File: src/rtl/flagcmp_pkg.sv
package flagcmp_pkg;
   typedef enum logic [1:0] {
      OP_ADD  = 2'd0,
      OP_SUB  = 2'd1,
      OP_SCMP = 2'd2,
      OP_UCMP = 2'd3
   } op_e;

   localparam int FLAG_CNT = 6;
   localparam int FL_LT    = 0;
   localparam int FL_GT    = 1;
   localparam int FL_EQ    = 2;
   localparam int FL_CARRY = 3;
   localparam int FL_OV    = 4;
   localparam int FL_SOV   = 5;
   localparam int SEL_W    = 3;
endpackage

File: src/rtl/flagcmp_addsub.sv
module flagcmp_addsub #(
   parameter int WIDTH = 32
) (
   input  logic [WIDTH-1:0] a,
   input  logic [WIDTH-1:0] b,
   input  logic             sub,
   output logic [WIDTH-1:0] sum,
   output logic             carry,
   output logic             ovf
);
   localparam int MSB = WIDTH - 1;

   logic [WIDTH-1:0] b_eff;
   logic [WIDTH:0]   ext;

   always_comb begin
      b_eff = sub ? ~b : b;
      ext   = {1'b0, a} + {1'b0, b_eff} + {{WIDTH{1'b0}}, sub};
      sum   = ext[WIDTH-1:0];
      carry = ext[WIDTH];
      ovf   = (a[MSB] == b_eff[MSB]) && (sum[MSB] != a[MSB]);
   end
endmodule

File: src/rtl/flagcmp_relate.sv
module flagcmp_relate #(
   parameter int WIDTH   = 32,
   parameter bit USE_SUB = 1'b1
) (
   input  logic [WIDTH-1:0] a,
   input  logic [WIDTH-1:0] b,
   input  logic             is_signed,
   input  logic [WIDTH-1:0] diff,
   input  logic             sub_carry,
   input  logic             sub_ovf,
   output logic             lt,
   output logic             gt,
   output logic             eq
);
   localparam int MSB = WIDTH - 1;

   generate
      if (USE_SUB) begin : g_from_sub
         always_comb begin
            eq = (a == b);
            lt = is_signed ? (diff[MSB] ^ sub_ovf) : ~sub_carry;
            gt = ~lt & ~eq;
         end
      end else begin : g_direct
         always_comb begin
            eq = (a == b);
            lt = is_signed ? ($signed(a) < $signed(b)) : (a < b);
            gt = ~lt & ~eq;
         end
      end
   endgenerate
endmodule

File: src/rtl/flagcmp_flagreg.sv
module flagcmp_flagreg
   import flagcmp_pkg::*;
(
   input  logic                clk,
   input  logic                rst_n,
   input  logic                load_rel,
   input  logic                load_arith,
   input  logic [2:0]          rel_in,
   input  logic                carry_in,
   input  logic                ov_in,
   input  logic                sov_clear,
   output logic [FLAG_CNT-1:0] flags_q
);
   logic [2:0] rel_q;
   logic       carry_q;
   logic       ov_q;
   logic       sov_q;
   logic       sov_d;

   always_comb begin
      if (load_arith && ov_in) sov_d = 1'b1;
      else if (sov_clear)      sov_d = 1'b0;
      else                     sov_d = sov_q;
   end

   always_ff @(posedge clk or negedge rst_n) begin
      if (!rst_n) begin
         rel_q   <= 3'b100;
         carry_q <= 1'b0;
         ov_q    <= 1'b0;
         sov_q   <= 1'b0;
      end else begin
         if (load_rel) rel_q <= rel_in;
         if (load_arith) begin
            carry_q <= carry_in;
            ov_q    <= ov_in;
         end
         sov_q <= sov_d;
      end
   end

   assign flags_q = {sov_q, ov_q, carry_q, rel_q};
endmodule

File: src/rtl/cmpflag_unit.sv
module cmpflag_unit
   import flagcmp_pkg::*;
#(
   parameter int WIDTH       = 32,
   parameter bit REL_FROM_SUB = 1'b1
) (
   input  logic                clk,
   input  logic                rst_n,
   input  logic                op_valid,
   input  logic [1:0]          op_sel,
   input  logic [WIDTH-1:0]    opnd_a,
   input  logic [WIDTH-1:0]    opnd_b,
   input  logic                sov_clear,
   output logic [WIDTH-1:0]    result,
   output logic [FLAG_CNT-1:0] flags,
   input  logic [SEL_W-1:0]    br_sel,
   input  logic                br_sense,
   output logic                br_taken
);
   localparam int MSB     = WIDTH - 1;
   localparam int PAD_CNT = (1 << SEL_W) - FLAG_CNT;

   if (WIDTH < 2) begin : g_bad_width
      $error("cmpflag_unit: WIDTH must be at least 2");
   end
   if (PAD_CNT < 0) begin : g_bad_sel
      $error("cmpflag_unit: SEL_W too narrow for flag count");
   end

   op_e              op;
   logic             is_arith;
   logic [WIDTH-1:0] sum;
   logic             carry;
   logic             ovf;
   logic             cmp_lt, cmp_gt, cmp_eq;
   logic [2:0]       rel;
   logic [WIDTH-1:0] result_q;

   assign op       = op_e'(op_sel);
   assign is_arith = (op == OP_ADD) || (op == OP_SUB);

   flagcmp_addsub #(.WIDTH(WIDTH)) u_addsub (
      .a     (opnd_a),
      .b     (opnd_b),
      .sub   (op != OP_ADD),
      .sum   (sum),
      .carry (carry),
      .ovf   (ovf)
   );

   flagcmp_relate #(.WIDTH(WIDTH), .USE_SUB(REL_FROM_SUB)) u_relate (
      .a         (opnd_a),
      .b         (opnd_b),
      .is_signed (op == OP_SCMP),
      .diff      (sum),
      .sub_carry (carry),
      .sub_ovf   (ovf),
      .lt        (cmp_lt),
      .gt        (cmp_gt),
      .eq        (cmp_eq)
   );

   always_comb begin
      if (is_arith) begin
         rel[FL_LT] = sum[MSB];
         rel[FL_EQ] = (sum == '0);
         rel[FL_GT] = ~sum[MSB] && (sum != '0);
      end else begin
         rel[FL_LT] = cmp_lt;
         rel[FL_GT] = cmp_gt;
         rel[FL_EQ] = cmp_eq;
      end
   end

   flagcmp_flagreg u_flags (
      .clk        (clk),
      .rst_n      (rst_n),
      .load_rel   (op_valid),
      .load_arith (op_valid && is_arith),
      .rel_in     (rel),
      .carry_in   (carry),
      .ov_in      (ovf),
      .sov_clear  (sov_clear),
      .flags_q    (flags)
   );

   always_ff @(posedge clk or negedge rst_n) begin
      if (!rst_n)        result_q <= '0;
      else if (op_valid) result_q <= sum;
   end
   assign result = result_q;

   logic [(1<<SEL_W)-1:0] flag_ext;
   generate
      if (PAD_CNT > 0) begin : g_pad
         assign flag_ext = {{PAD_CNT{1'b0}}, flags};
      end else begin : g_nopad
         assign flag_ext = flags;
      end
   endgenerate

   assign br_taken = (flag_ext[br_sel] == br_sense);
endmodule

File: config.mk
export PLATFORM = sky130hd
export DESIGN_NAME = cmpflag_unit
export DESIGN_NICKNAME = d
export VERILOG_FILES = /design/src/rtl/flagcmp_pkg.sv /design/src/rtl/flagcmp_addsub.sv /design/src/rtl/flagcmp_relate.sv /design/src/rtl/flagcmp_flagreg.sv /design/src/rtl/cmpflag_unit.sv
export SDC_FILE = /design/constraint.sdc
export NUM_CORES = 1
export LEC_CHECK = 0
export ABC_AREA = 1
export BUFFER_PORTS_ARGS = -buffer_cell sky130_fd_sc_hd__buf_2
export CORE_UTILIZATION = 38
export DETAILED_ROUTE_END_ITERATION = 10
export GPL_TIMING_DRIVEN = 1
export HOLD_SLACK_MARGIN = 0.1
export PLACE_DENSITY = 0.67
export SYNTH_ARGS = -nofsm -noshare
export SYNTH_HDL_FRONTEND = slang
export SYNTH_HIERARCHICAL = 1
export SYNTH_SLANG_ARGS = --single-unit
export TNS_END_PERCENT = 10
File: constraint.sdc
create_clock -name clk -period 1.13 [get_ports clk]
set_input_delay 0.226 -clock clk [delete_from_list [all_inputs] [get_ports clk]]
set_output_delay 0.226 -clock clk [all_outputs]
set_load 0.005 [all_outputs]
==> metrics.cfg, run 1 <==
[finish]
utilization_pct=62.7
finalNonFillerCells=1280
fin_nets=1217
area_growth_pct=58.5
final_layout_size_suffix_gt1_share_pct=41.1
num_antenna_cells=0
stdcell_area_um2=7620

[global_routing]
grt_pass1_wl_mm=24.2
track_usage_pct=23.1
antenna_found_initial=0
gr-total-overflow=0
grt_pass1_vias=5242
grt_max_degree=39

[worst_setup_path]
rr_endpoint=u_flags/rel_q[2]$_DFFE_PN1P_
r2r_start=u_flags/rel_q[2]$_DFFE_PN1P_
startpoint_type=input port
critical_path_class=in2reg
end_kind=register
cp.required_ps=1300
cp_max_fo=7
rrSetupSlack_ps=340
worstRegToRegCells=3
crit_arrival_ps=2840

[synth]
yosysWarnings=6
synth-edff-count=0
synth_top_family_by_area=simple AND/OR/NAND/NOR gates
synth_area_per_cell_um2=5.85
synth_adder_area_share_pct=8.49
synth-compound-area-share_pct=7.81
synth_ff_type=dfrtp_1
syn-instance-count=822
syn-num-nets=928
synth-xor-area-share_pct=10.4
synth.ff_latch_count=38
yosysUniqueCellTypes=37
async_flop_share_pct=100
synth_area_um2=4810
yosys.area_share.simple_pct=43.4
muxShareOfSynthArea_pct=0
seq_area_frac_synth_pct=19.8

[route]
route.detailed.drc=0
wl_per_cell_um=11.8
finalWirelength_mm=15.2
drt_iter0_markers=271
vias_per_cell=4.54
drt_first_pass_iters=5
num_vias=5813
detail-route-antenna-nets=0

[timing]
post-route-min-period_ps=2660
rsz0062_at_grt=yes
max_freq_mhz=375
hold_viol_final=0
setup_viol=39
fin_crit_sh_pct=236
worst_slack_ps=-1530
finalClockSkew_ps=0
drv_slew=0
slew_headroom_pct=78.4
fin_tns_setup_ps=-40470
tightest_slew_ps=325

[min_path]
min_from=sov_clear
hold_class=in2reg
hold_path_depth=4
hold_end=u_flags/sov_q$_DFFE_PN0P_

[power]
p_seq_share_pct=21.4
sw_frac_of_total_pct=39.1
p_sw_mw=3.41
p_clk_share_pct=15.9
leakagePower_nw=4.29
power.density_nw_per_um2=1140
ir_drop_uv=603
intPower_mw=5.31
combPwrFrac_pct=62.7

[place]
place_area_um2=6650
port_buffers=112
hpwl_mm=11.7
dp.cells=1237
place_congestion=0.924

[floorplanning]
die_area_um2=13100
ios=113
start_util_pct=39.5
die_x_um=114
rows=40
die_h_um=114
core_um2=12200

[flow_run]
drv_cap=0

[status]
status=finished with violations
failed_checks=negative setup slack

[clocking]
clk_pin_slew_ps=50
clock-sinks=38
clockBufferDepth=2
cts_root_buffer=clkbuf_16
cts_tree=yes
htreeDepth=2
cts_buffers=5
clock_latency_ps=280

==> cells by family (layout without fill, tap and decap cells) <==
| group | after synthesis | after routing |
|---|---|---|
| simple gates | 513 | 516 |
| buf+inv | 120 | 407 |
| compound gates | 63 | 63 |
| xor+xnor | 56 | 56 |
| flops | 38 | 38 |
| fa+ha+maj | 32 | 32 |
==> cell type report <==
type | count | area (um^2)
Fill cell | 1156 | 4540
Multi-Input combinational cell | 667 | 3860
Timing Repair Buffer | 293 | 2050
Sequential cell | 38 | 952
Inverter | 106 | 398
Tap cell | 168 | 210
Clock buffer | 7 | 143
Clock inverter | 1 | 5.00
==> per-stage QoR <==
step / power, mW / hold slack [ps] / worst slack (ps)
after floorplan: 4.18 / -69.6 / -1600
after global placement: 6.41 / 210 / -2030
after detailed placement: 6.46 / 204 / -2020
after CTS: 8.26 / 177 / -1490
after global routing: 9.37 / 213 / -1760
final: 8.72 / 184 / -1530
==> Yosys cell counts (2+ instances only) <==
cell type  count  area (um^2)
nand2_1      329         1230
nor2_1       120          450
inv_1         98          368
xor2_1        52          455
dfrtp_1       37          926
ha_1          31          388
a21oi_1       29          145
nand3_1       26          130
o21ai_0       13         65.1
nand2_2       12         75.1
inv_2          8         30.0
nor2_2         8         50.1
buf_2          7         35.0
buf_4          6         45.0
o21bai_1       5         37.5
a21o_1         4         30.0
a21oi_2        4         35.0
nand2_4        4         45.0
nand4_1        4         25.0
nor3_1         3         15.0
xnor2_1        3         26.3
o21a_1         2         15.0
o21ai_1        2         10.0
o21ai_2        2         17.5
==> what timing repair did <==
item | CTS | global route
gates resized for setup | 68 | 85
cloned | 3 | 0
pin swaps | 52 | 67
endpoints found under the hold margin | 37 | 0
buffers inserted | 15 | 17
endpoints found under the setup margin | 43 | 43
hold buffers | 1 | 0
==> cells in the final DEF (no fill, tap or decap), types with 5 or more instances in the layout <==
master,synthesis,routed
buf_6,1,20
o21ai_1,2,5
buf_4,6,164
xor2_2,1,11
nand3_1,26,20
inv_1,98,95
o21ai_0,13,7
o21ai_2,2,5
inv_2,8,11
nor2_2,8,24
ha_1,31,25
nand3_2,1,5
nand2_1,329,294
nand2_2,12,44
a21oi_1,29,8
nor2_1,120,101
clkbuf_16,0,5
a21oi_2,4,24
buf_2,7,105
xor2_1,52,41
nand2_4,4,7
dfrtp_1,37,37
==> state kept, by name, indices dropped and copies added, names as in the netlist <==
name             cells
u_flags/carry_q      1
u_flags/ov_q         1
u_flags/sov_q        1
result              32
u_flags/rel_q        3
==> worst max-delay path by stage <==
| stage | end | slack [ps] | startpoint | cells past startpoint |
|---|---|---|---|---|
| after global routing | u_flags/rel_q[1]$_DFFE_PN0P_ | -1760 | op_sel[0] | 21 |
| final | u_flags/rel_q[1]$_DFFE_PN0P_ | -1530 | op_sel[1] | 23 |
| after CTS | u_flags/rel_q[1]$_DFFE_PN0P_ | -1490 | op_sel[0] | 21 |
| after global placement | u_flags/rel_q[1]$_DFFE_PN0P_ | -2030 | op_sel[1] | 20 |
| after detailed placement | u_flags/rel_q[1]$_DFFE_PN0P_ | -2020 | op_sel[1] | 21 |
| after floorplan | u_flags/rel_q[1]$_DFFE_PN0P_ | -1600 | op_sel[1] | 24 |
==> worst max-delay path, stage by stage <==
cell,delay (ps)
buf_12,110
or2_4,330
xor2_1,190
ha_1,370
nand2_2,100
nand2_2,60
inv_2,60
nor2_2,40
nor2_2,120
nand2_2,100
nand2_2,90
nand2_4,80
nand2_2,80
nand2_2,60
xor2_2,180
nor2_1,90
nand2_1,70
nor2_2,100
nand2_1,70
o21ai_1,120
nand2_1,60
nand2_1,50
nand2_1,50
==> power groups by stage <==
stage          logic [mW]  clock network, mW  registers, mW
3_3_place_gp         4.53                  0           1.88
3_5_place_dp         4.57                  0           1.89
6_report             5.46               1.39           1.87
2_1_floorplan        2.28                  0           1.90
4_1_cts              4.97               1.42           1.87
5_1_grt              6.01               1.46           1.91
==> per-layer routing <==
metal | part of all wire (%) | up-vias | global-route usage [%]
li1 | - | 3089 | -
met1 | 48 | 2553 | 32.5
met2 | 46 | 152 | 38.4
met3 | 4.3 | 19 | 1.32
met4 | 1.8 | 0 | 6.06
met5 | 0 | - | 0
No activity file was read; power rests on OpenSTA's default activity.
==> inputs of run 2 (changes only) <==
- CELL_PAD_IN_SITES_DETAIL_PLACEMENT: unset -> 1
- CELL_PAD_IN_SITES_GLOBAL_PLACEMENT: unset -> 2
- CORE_UTILIZATION: 38 -> 28
- PLACE_DENSITY: 0.67 -> 0.89
- SKIP_LAST_GASP: unset -> 1
- SLEW_MARGIN: unset -> 20
==> run 2 against run 1 <==
Effect of this change:
- the run still ends with negative setup slack left
- hold slack got worse by 3.0 ps
- die area rose by 35%
- combinational power fell by 2%
- register-to-register slack improved by 20 ps
- sequential cell count did not move
- critical endpoint is now u_flags/rel_q[0]$_DFFE_PN0P_
==> metrics.cfg, run 2 (synthesis gave the netlist of run 1 again) <==
[status]
status=finished with violations
failed_checks=negative setup slack

[route]
wl_per_cell_um=13.5
drt_iter0_markers=220
finalWirelength_mm=17.9
route.detailed.drc=0
vias_per_cell=4.51
num_vias=5988
drt_first_pass_iters=4
detail-route-antenna-nets=0

[worst_setup_path]
rr_endpoint=u_flags/rel_q[2]$_DFFE_PN1P_
r2r_start=u_flags/rel_q[2]$_DFFE_PN1P_
end_kind=register
critical_path_class=in2reg
crit_top_cell=nand2_1
crit_arrival_ps=2980
critical_path.top_delay_family=simple AND/OR/NAND/NOR gates
startpoint_type=input port
rrSetupSlack_ps=360
worstRegToRegCells=3
cp.required_ps=1350
cp_max_fo=7
worst-path-buf-inv=3
crit_slowest_cell=ha_1
path_cells=buf_12, or2_4, buf_6, buf_6, xor2_2, ha_1, nand2_2, nor2_2, nand2_1, nor2_1, nand2_2, nand2_4, xor2_4, xor2_1, nand2_1, o21ai_2, nor2_1, nor2_1, nand2_1, nand2_1
path_depth=20
cp_slowest_stage_delay_ps=370

[timing]
max_freq_mhz=362
worst_slack_ps=-1640
drv_slew=0
fin_crit_sh_pct=245
post-route-min-period_ps=2770
tightest_slew_ps=366
finalClockSkew_ps=0
holdWs_ps=181
setup_viol=40
hold_viol_final=0
rsz0062_at_grt=yes
slew_headroom_pct=75.6

[finish]
final_common_cell=nand2_1
num_antenna_cells=0
fin_nets=1212
final_cell_mix=nand2_1 (305), buf_4 (168), buf_2 (110), nor2_1 (102), inv_1 (96)
stdcell_area_um2=7480
largest_register_ffs=32
final_layout_size_suffix_gt1_share_pct=38.1
area_growth_pct=55.5

[power]
sw_frac_of_total_pct=39.6
p_clk_share_pct=17.9
intPower_mw=5.30
power_mw=8.78
p_seq_share_pct=21.2
ir_drop_uv=557
leakagePower_nw=4.21
combPwrFrac_pct=60.8
power.density_nw_per_um2=1170
p_sw_mw=3.48

[floorplanning]
rows=47
die_x_um=133
ios=113
die_h_um=133
core_um2=16700
start_util_pct=28.8
die_area_um2=17700

[min_path]
hold_end=u_flags/sov_q$_DFFE_PN0P_
min_from=sov_clear
hold_path_depth=4
hold_class=in2reg

[clocking]
clock-sinks=38
cts_buffers=5
clk_pin_slew_ps=60
clock_latency_ps=280
cts_tree=yes
cts_root_buffer=clkbuf_16
clockBufferDepth=2
htreeDepth=2

[global_routing]
grt_pass1_wl_mm=28.6
gr-total-overflow=0
antenna_found_initial=0
grt_pass1_vias=6054
track_usage_pct=19.9
grt_max_degree=29

[place]
place_area_um2=6740
hpwl_mm=14.3
pre_cts_slack_ps=-2180
place_congestion=0.821
port_buffers=112

[flow_run]
drv_cap=0

run 2: layout make-up:
class                      count  area [um^2]
inverter                     106          398
fill                        2272         9220
clock buffer                   6          129
tap                          220          275
timing repair buffer         288         1940
multi-input combinational    667         3740
sequential                    38          952
clock inverter                 2         37.5
run 2: layer usage:
metal	wire, um	up-vias	global-route usage [%]
met4	242	0	4.60
met1	8320	2789	26.0
met2	8760	101	35.4
li1	-	3083	-
met3	560	15	1.49
met5	0	-	0
run 2: worst max path at each step:
stage / from / end / slack (ps)
6_report: op_sel[1] / u_flags/rel_q[0]$_DFFE_PN0P_ / -1640
5_1_grt: op_sel[1] / u_flags/rel_q[1]$_DFFE_PN0P_ / -1830
4_1_cts: op_sel[0] / u_flags/rel_q[1]$_DFFE_PN0P_ / -1610
3_5_place_dp: op_sel[1] / u_flags/rel_q[1]$_DFFE_PN0P_ / -2180
3_3_place_gp: op_sel[1] / u_flags/rel_q[1]$_DFFE_PN0P_ / -2070
2_1_floorplan: op_sel[1] / u_flags/rel_q[1]$_DFFE_PN0P_ / -1600
run 2: worst min-delay path, cell delays in order:
cell and delay (ps):
buf_2 80, inv_1 30, nand2_1 50, nand2_1 40
run 2: stage by stage:
stage	util [%]	setup TNS, ps	cells
6_report	44.8	-42730	1327
5_1_grt	44.8	-47990	1327
4_1_cts	42.6	-42730	1316
3_5_place_dp	40.3	-60070	1294
3_3_place_gp	40.3	-57840	1294
2_1_floorplan	-	-37360	822
run 2: power by group through the flow:
stage	sequential [mW]	clock, mW	combinational, mW
detailed placement	1.89	0	4.75
CTS	1.87	1.61	4.95
floorplan	1.90	0	2.28
global placement	1.88	0	4.62
global route	1.92	1.65	5.90
finish	1.87	1.57	5.34
run 2: timing repair:
action / CTS / global route
cloned: 2 / 1
hold buffers: 1 / 0
endpoints found under the hold margin: 12 / 0
buffers inserted: 12 / 13
endpoints found under the setup margin: 43 / 43
pin swaps: 27 / 58
gates resized for setup: 33 / 80
==> inputs of run 3 (changes only) <==
- CAP_MARGIN: unset -> 20
- CORE_UTILIZATION: 28 -> 30
- PLACE_DENSITY: 0.89 -> 0.94
- clock period: 1.13 -> 3.4 ns (I/O delays scaled with it)
==> run 3 against run 2 <==
Effect of this change:
- the run now ends clean
- first-iteration DRC count fell by 17%
- clock power fell by 67%
- hold slack improved by 280 ps
- combinational power fell by 72%
- wire length fell by 14%
- critical endpoint is now u_flags/rel_q[1]$_DFFE_PN0P_
- setup slack improved by 1800 ps
- total power fell by 70%
- global-route usage fell by 1.1 points
==> metrics.cfg, run 3 (synthesis gave the netlist of run 1 again) <==
[place]
hpwl_mm=13.0
pre_cts_slack_ps=-279
dp.cells=1230
place_congestion=0.869
place_area_um2=6300
port_buffers=112

[worst_setup_path]
crit_top_cell=nand2_1
worst-path-buf-inv=2
startpoint_type=input port
cp_slowest_stage_delay_ps=340
crit_slowest_cell=ha_1
critical_path.top_delay_family=simple AND/OR/NAND/NOR gates
crit_arrival_ps=3450
path_cells=buf_2, or2_4, clkbuf_16, xor2_1, ha_1, a21oi_1, o21a_1, nand2_1, a21oi_2, nand2_4, nand2_1, nand2_1, nor2_2, xor2_1, nand2_1, o21ai_0, nor2_1, nand2_1, nand2_1, nand2_1, nand2_1
critical_path_class=in2reg
end_kind=register
cp_max_fo=14
cp.required_ps=3570

[power]
intPower_mw=1.61
power.density_nw_per_um2=397
p_clk_share_pct=19.4
ir_drop_uv=193
leakagePower_nw=3.83
power_mw=2.65
combPwrFrac_pct=57.1
sw_frac_of_total_pct=39.2
p_seq_share_pct=23.5
p_sw_mw=1.04

[clocking]
htreeDepth=2
hold_buffers=0
cts_tree=yes
clock-sinks=38
clock_latency_ps=280
cts_buffers=5
cts_root_buffer=clkbuf_16
clk_pin_slew_ps=50
clockBufferDepth=2

[finish]
fill_cells=2156
largest_register_ffs=32
fin_nets=1139
area_growth_pct=38.6
num_antenna_cells=0
utilization_pct=43.2
finalNonFillerCells=1245
seq_area_um2=952
final_layout_size_suffix_gt1_share_pct=29.7
final_cell_mix=nand2_1 (322), buf_2 (112), nor2_1 (111), buf_4 (104), inv_1 (98)
stdcell_area_um2=6660
multiInputGateArea_um2=3500
final_common_cell=nand2_1

[global_routing]
grt_pass1_wl_mm=25.1
gr-total-overflow=0
grt_pass1_vias=5481
track_usage_pct=18.8
grt_max_degree=39
antenna_found_initial=0

[route]
finalWirelength_mm=15.4
drt_iter0_markers=183
met3_length_um=439
route.detailed.drc=0
drt_first_pass_iters=4
top_layer_used=met4
m1WireLength_mm=7.66
detail-route-antenna-nets=0
wl_met2_mm=7.04
wl_per_cell_um=12.4
vias_per_cell=4.47
num_vias=5561

[timing]
finalClockSkew_ps=0
worst_slack_ps=125
hold_viol_final=0
tightest_slew_ps=838
post-route-min-period_ps=3270
slew_headroom_pct=44.2
fin_crit_sh_pct=96.3
max_freq_mhz=305
drv_slew=0
setup_viol=0
rsz0062_at_grt=yes

[floorplanning]
core_um2=15400
rows=45
die_h_um=129
die_x_um=129
ios=113
die_area_um2=16500
start_util_pct=31.2

[status]
status=complete, no violations

[min_path]
hold_class=reg2reg

[flow_run]
drv_cap=0

## run 3: cell types whose count changed in the layout (fill, tap and decap cells not counted), sizes merged
cell	change
or2	-3
clkinvlp	-1
buf	-70
clkbuf	+2
dlygate4sd3	-1
## run 3: repair_timing
| item | 4_1_cts | 5_1_grt |
|---|---|---|
| endpoints found under the hold margin | 0 | 0 |
| resized for setup | 0 | 46 |
| buffers inserted | 0 | 6 |
| setup endpoints to repair | 0 | 3 |
## run 3: layout make-up
class	count	share of cell area (%)
Multi-Input combinational cell	664	52.5
Timing Repair Buffer	218	20.8
Sequential cell	38	14.3
Inverter	106	5.97
Tap cell	211	3.96
Clock buffer	7	1.99
Clock inverter	1	0.451
## run 3: routing by layer
| metal | vias to the layer above | track usage [%] |
|---|---|---|
| met5 | - | 0 |
| met4 | 0 | 5.26 |
| met3 | 18 | 0.956 |
| met2 | 92 | 31.9 |
| met1 | 2528 | 26.0 |
| li1 | 2923 | - |
## run 3: per-stage QoR
step	TNS, ps	hold WS, ps
6_report	0	464
5_1_grt	-301	501
4_1_cts	0	475
3_5_place_dp	-712	457
3_3_place_gp	-566	451
2_1_floorplan	0	384
## run 3: worst paths after layout
path,to,start,slack (ps),cells past startpoint
max reg2reg,u_flags/rel_q[2]$_DFFE_PN1P_,u_flags/rel_q[2]$_DFFE_PN1P_,2690,2
min,result[1]$_DFFE_PN0P_,result[1]$_DFFE_PN0P_,460,2
min in group asynchronous,result[3]$_DFFE_PN0P_,rst_n,500,1
min reg2reg,result[1]$_DFFE_PN0P_,result[1]$_DFFE_PN0P_,460,2
max,u_flags/rel_q[1]$_DFFE_PN0P_,op_sel[0],130,21
max in group asynchronous,u_flags/sov_q$_DFFE_PN0P_,rst_n,2360,1
## run 3: power by group through the flow
stage / logic (mW) / registers, mW / clock network, mW
2_1_floorplan: 0.742 / 0.632 / 0
3_3_place_gp: 1.41 / 0.627 / 0
3_5_place_dp: 1.44 / 0.631 / 0
4_1_cts: 1.45 / 0.625 / 0.523
5_1_grt: 1.69 / 0.639 / 0.539
6_report: 1.51 / 0.622 / 0.513
## run 3: worst min-delay path, cell delays in order (launching register included)
cell and delay (ps):
dfrtp_1 330, nand2_1 50, nand2_1 50
